--- src/rtl/dma_irq_pkg.sv ---
package dma_irq_pkg;
    localparam int REG_W = 32;

    // byte offsets of the register words
    localparam int OFF_NSTS = 'h04;
    localparam int OFF_NMSK = 'h08;
    localparam int OFF_NUNM = 'h0C;
    localparam int OFF_NSET = 'h10;
    localparam int OFF_ESTS = 'h14;
    localparam int OFF_EMSK = 'h18;
    localparam int OFF_EUNM = 'h1C;
    localparam int OFF_ESET = 'h20;

    // bit bases decoded by software (valid for up to six channels)
    localparam int BASE_DONE   = 0;
    localparam int BASE_DATA   = 12;
    localparam int BIT_VSYNC   = 27;
    localparam int BASE_FETCH  = 1;
    localparam int BASE_FORMAT = 7;
    localparam int BASE_CRC    = 13;
    localparam int BASE_REDONE = 25;

    localparam logic [REG_W-1:0] NMSK_RST = 32'h07FF_FFFF;
    localparam logic [REG_W-1:0] EMSK_RST = 32'hFFFF_FFFF;

    typedef struct packed {
        logic [REG_W-1:0] sts;
        logic [REG_W-1:0] msk;
    } bank_t;
endpackage

--- src/rtl/dma_irq_event_map.sv ---
module dma_irq_event_map
    import dma_irq_pkg::*;
#(
    parameter int NUM_CH = 6
) (
    input  logic [NUM_CH-1:0] ev_done,
    input  logic [NUM_CH-1:0] ev_data,
    input  logic              ev_vsync,
    input  logic [NUM_CH-1:0] err_fetch,
    input  logic [NUM_CH-1:0] err_format,
    input  logic [NUM_CH-1:0] err_crc,
    input  logic [NUM_CH-1:0] err_redone,
    output logic [REG_W-1:0]  nrm_set,
    output logic [REG_W-1:0]  err_set
);
    always_comb begin
        nrm_set = '0;
        err_set = '0;
        for (int ch = 0; ch < NUM_CH; ch++) begin
            nrm_set[BASE_DONE + ch]   = ev_done[ch];
            nrm_set[BASE_DATA + ch]   = ev_data[ch];
            err_set[BASE_FETCH + ch]  = err_fetch[ch];
            err_set[BASE_FORMAT + ch] = err_format[ch];
            err_set[BASE_CRC + ch]    = err_crc[ch];
            err_set[BASE_REDONE + ch] = err_redone[ch];
        end
        nrm_set[BIT_VSYNC] = ev_vsync;
    end
endmodule

--- src/rtl/dma_irq_bank.sv ---
module dma_irq_bank
    import dma_irq_pkg::*;
#(
    parameter logic [REG_W-1:0] MSK_RST = '1
) (
    input  logic             clk,
    input  logic             rst_n,
    input  logic             clr_we,
    input  logic             unm_we,
    input  logic             set_we,
    input  logic [REG_W-1:0] wdata,
    input  logic [REG_W-1:0] ev_set,
    output logic [REG_W-1:0] sts_o,
    output logic [REG_W-1:0] msk_o,
    output logic             pend_o
);
    bank_t bank_d, bank_q;

    always_comb begin
        bank_d = bank_q;
        if (clr_we) bank_d.sts = bank_d.sts & ~wdata;
        if (unm_we) bank_d.msk = bank_d.msk & ~wdata;
        if (set_we) bank_d.msk = bank_d.msk | wdata;
        // event applied last: a same-cycle set beats a clear
        bank_d.sts = bank_d.sts | ev_set;
    end

    always_ff @(posedge clk) begin
        if (!rst_n) begin
            bank_q.sts <= '0;
            bank_q.msk <= MSK_RST;
        end else begin
            bank_q <= bank_d;
        end
    end

    assign sts_o  = bank_q.sts;
    assign msk_o  = bank_q.msk;
    assign pend_o = |(bank_q.sts & ~bank_q.msk);
endmodule

--- src/rtl/dma_irq_regs.sv ---
module dma_irq_regs
    import dma_irq_pkg::*;
#(
    parameter int NUM_CH = 6,
    parameter int ADDR_W = 8
) (
    input  logic              clk,
    input  logic              rst_n,
    input  logic              bus_wr,
    input  logic [ADDR_W-1:0] bus_addr,
    input  logic [REG_W-1:0]  bus_wdata,
    output logic [REG_W-1:0]  bus_rdata,
    input  logic [NUM_CH-1:0] ev_done,
    input  logic [NUM_CH-1:0] ev_data,
    input  logic              ev_vsync,
    input  logic [NUM_CH-1:0] err_fetch,
    input  logic [NUM_CH-1:0] err_format,
    input  logic [NUM_CH-1:0] err_crc,
    input  logic [NUM_CH-1:0] err_redone,
    output logic              irq_o
);
    logic [REG_W-1:0] nrm_set, err_set;
    logic [REG_W-1:0] nrm_sts, nrm_msk, err_sts, err_msk;
    logic             nrm_pend, err_pend;
    logic             irq_d, irq_q;

    function automatic logic hit(input logic [ADDR_W-1:0] a, input int off);
        return a == ADDR_W'(off);
    endfunction

    dma_irq_event_map #(.NUM_CH(NUM_CH)) u_map (
        .ev_done   (ev_done),
        .ev_data   (ev_data),
        .ev_vsync  (ev_vsync),
        .err_fetch (err_fetch),
        .err_format(err_format),
        .err_crc   (err_crc),
        .err_redone(err_redone),
        .nrm_set   (nrm_set),
        .err_set   (err_set)
    );

    dma_irq_bank #(.MSK_RST(NMSK_RST)) u_nrm (
        .clk   (clk),
        .rst_n (rst_n),
        .clr_we(bus_wr && hit(bus_addr, OFF_NSTS)),
        .unm_we(bus_wr && hit(bus_addr, OFF_NUNM)),
        .set_we(bus_wr && hit(bus_addr, OFF_NSET)),
        .wdata (bus_wdata),
        .ev_set(nrm_set),
        .sts_o (nrm_sts),
        .msk_o (nrm_msk),
        .pend_o(nrm_pend)
    );

    dma_irq_bank #(.MSK_RST(EMSK_RST)) u_err (
        .clk   (clk),
        .rst_n (rst_n),
        .clr_we(bus_wr && hit(bus_addr, OFF_ESTS)),
        .unm_we(bus_wr && hit(bus_addr, OFF_EUNM)),
        .set_we(bus_wr && hit(bus_addr, OFF_ESET)),
        .wdata (bus_wdata),
        .ev_set(err_set),
        .sts_o (err_sts),
        .msk_o (err_msk),
        .pend_o(err_pend)
    );

    always_comb begin
        irq_d = nrm_pend | err_pend;
        bus_rdata = '0;
        if (hit(bus_addr, OFF_NSTS)) bus_rdata = nrm_sts;
        if (hit(bus_addr, OFF_NMSK)) bus_rdata = nrm_msk;
        if (hit(bus_addr, OFF_ESTS)) bus_rdata = err_sts;
        if (hit(bus_addr, OFF_EMSK)) bus_rdata = err_msk;
    end

    always_ff @(posedge clk) begin
        if (!rst_n) irq_q <= 1'b0;
        else        irq_q <= irq_d;
    end

    assign irq_o = irq_q;
endmodule

--- config.mk ---
export PLATFORM = sky130hd
export DESIGN_NAME = dma_irq_regs
export DESIGN_NICKNAME = d
export VERILOG_FILES = /design/src/rtl/dma_irq_pkg.sv /design/src/rtl/dma_irq_event_map.sv /design/src/rtl/dma_irq_bank.sv /design/src/rtl/dma_irq_regs.sv
export SDC_FILE = /design/constraint.sdc
export NUM_CORES = 1
export LEC_CHECK = 0
export ABC_AREA = 1
export BUFFER_PORTS_ARGS = -buffer_cell sky130_fd_sc_hd__buf_2
export CORE_ASPECT_RATIO = 1.25
export CORE_MARGIN = 2
export CORE_UTILIZATION = 55
export DETAILED_ROUTE_END_ITERATION = 7
export PLACE_DENSITY_LB_ADDON = 0.15
export SYNTH_ARGS = -nofsm -noshare
export SYNTH_HDL_FRONTEND = slang
export SYNTH_SLANG_ARGS = --single-unit
--- constraint.sdc ---
create_clock -name clk -period 3.28 [get_ports clk]
set_clock_uncertainty 0.2 [all_clocks]
set_input_delay 0.328 -clock clk [delete_from_list [all_inputs] [get_ports clk]]
set_output_delay 0.328 -clock clk [all_outputs]
set_load 0.02 [all_outputs]
==> results.txt <==
outcome = finished clean
drt pass-1 iters = 5
Worst-path clk slew = 50 ps
Root Buffer = clkbuf_16
Flop pwr share = 0.430
commonest cells in the netlist = nand2_1, inv_1, dfxtp_1
TritonCTS Sinks = 129
Fill cells = 942
Cell variety after synth = 21
Post-synth EDFFs = 0
setup_tns = 0 ps
WP data arrival = 1930 ps
Core Area = 11000 µm²
area of the die = 12200 µm²
Max VDD drop = 0.327 mV
vias in the first global route = 6437
fin crit share = 0.750
remaining antenna violation count = 0
Cell Count, Final, Fillers Out = 1253
layout cells sized above 1 = 0.147
hold path cells = 3
Cell Pwr Density = 467 nW/µm²
worst setup margin = 819 ps
Total GRT Usage = 0.315
Worst Setup End Kind = output pin
post-CTS sizing = 0
top_reg_cell synth = dfxtp_1
CP max FO = 18
CTS tree = done
worst hold margin = 11.8 ps
count leader, synth = nand2_1
Syn-to-layout area delta = 30.6%
combinational fraction of design power = 0.070
placed cells = 1156
post-synthesis register bit count = 129
Antenna Cells = 0
FMAX = 0.406 GHz
Inserted Clock Buffers = 17
unrepaired setup endpoints after global routing = false
post-DR vias/cell = 5.39
clock power share = 0.500
Post-Syn Instances = 942
WL/cell = 14.9 µm
chip width = 99.1 µm
switching fraction of total power = 0.216
initial drt markers = 431
Fin. Hold Viols = 0
# nets final = 1187
die span in y = 123 µm
I/O Buffers = 112
Reg2Reg Depth = 9
drt total wl = 18.6 mm
R2R Setup Slk = 1850 ps
P_int = 2.97 mW
Final Max Slew Viols = 0
yosys warns = 0
Core Rows = 43
Worst Hold Launch = bus_wdata[25]
max incr delay on CP = 430 ps
critical path type = input port to output pin
setup violators final = 0
slowest cell on the critical path = nor2_4
max_slew headroom = 0.432
antenna violations before repair = 0
MaxCap Viol Count = 0
worst hold path class = input port to register
gp weighted congestion = 0.820
drc violations = 0
top area cells in the synthesized netlist = dfxtp_1, nand2_1, inv_1
clk_lat worst skew = 410 ps
Psw = 0.818 mW
Post-Syn Area = 6210 µm²
final period demand of the worst path = 2460 ps
pre-CTS worst setup slack = 816 ps
first-pass GRT wire length = 30.3 mm
Slew @ Worst Pin = 853 ps
I/O pin cnt = 113
critical path required time = 2750 ps
Reg-to-Reg End = irq_o$_SDFF_PN0_
startpoint type of the worst setup path = input port
Synth top area share = 0.416
Synth async-reset ratio = 0
H-tree depth = 4
Cell Chain, Critical Path = buf_2 -> nor2_2 -> nand3_2 -> nor2_4 -> buf_4 -> nand2_1 -> nand4_1 -> buf_2
post-synth top area cell = dfxtp_1
post-detail-place hpwl = 10.9 mm
vias = 6756
Avg Cell Area, Syn = 6.59 µm²
total grt overflow = 0
sequential area share after synthesis = 0.416
Synthesized Nets = 1022
Max Buffers Root-to-Sink = 2
total power = 3.79 mW
Crit path top cell by count = buf_2
largest net degree at the start of global routing = 79
Starting Density = 0.563
Leak = 4.17 nW
final cells by class:
cell class | instances | area [µm²] | area share
tap | 135 | 169 | 0.0208
inverter | 166 | 623 | 0.0768
timing repair buffer | 193 | 1340 | 0.165
clock inverter | 6 | 105 | 0.0130
clock buffer | 24 | 482 | 0.0594
multi-input combinational | 600 | 2820 | 0.347
sequential | 129 | 2580 | 0.318
worst max-delay path: cells and delay by family:
family / cells / cell delay [ps]
buffers and inverters: 3 / 640
AND/OR/NAND/NOR: 5 / 960
power groups by stage:
stage / Sequential (mW) / Clock [mW] / Combinational [mW]
2_1_floorplan: 1.65 / 0 / 0.103
3_3_place_gp: 1.66 / 0 / 0.195
3_5_place_dp: 1.66 / 0 / 0.197
4_1_cts: 1.63 / 1.89 / 0.258
5_1_grt: 1.63 / 1.97 / 0.292
6_report: 1.63 / 1.89 / 0.266
cells in the final DEF (no fill, tap or decap), types with 31 or more instances in the layout:
cell	count
a21oi_1	44
buf_2	112
dfxtp_1	129
dlygate4sd3_1	67
inv_1	164
nand2_1	247
nand3_1	94
nor2_1	31
o21ai_0	70
o21ai_1	54
worst max-delay path by stage:
stage                      from            end  slack, ps  cells past startpoint
floorplan           bus_addr[1]   bus_rdata[0]       1420                      6
global placement    bus_addr[1]   bus_rdata[0]        840                      8
detailed placement  bus_addr[1]   bus_rdata[0]        820                      8
CTS                 bus_addr[1]  bus_rdata[30]        810                      8
global route        bus_addr[1]  bus_rdata[31]        670                      8
finish              bus_addr[1]  bus_rdata[30]        820                      8
what timing repair did:
item	4_1_cts	5_1_grt
buffers inserted	0	0
hold endpoints to repair	82	1
hold buffers	66	1
endpoints found under the setup margin	0	0
cell families after synthesis:
logic type             share of synthesized area
AOI/OAI and AO/OA                          0.158
buffers and inverters                      0.133
DFF                                        0.416
and+or+nand+nor                            0.293
routing by layer:
metal	vias to the layer above	wire length [µm]	GRT usage
met4	0	464	0.134
met5	-	0	0
met2	282	9200	0.539
met3	50	1330	0.0666
met1	3083	7630	0.384
li1	3341	-	-
per-stage QoR:
step | area, µm² | util
floorplan | 6210 | -
global placement | 6860 | 0.622
detailed placement | 6860 | 0.622
CTS | 8110 | 0.735
global route | 8120 | 0.736
finish | 8120 | 0.736
(Power assumes the default switching activity.)
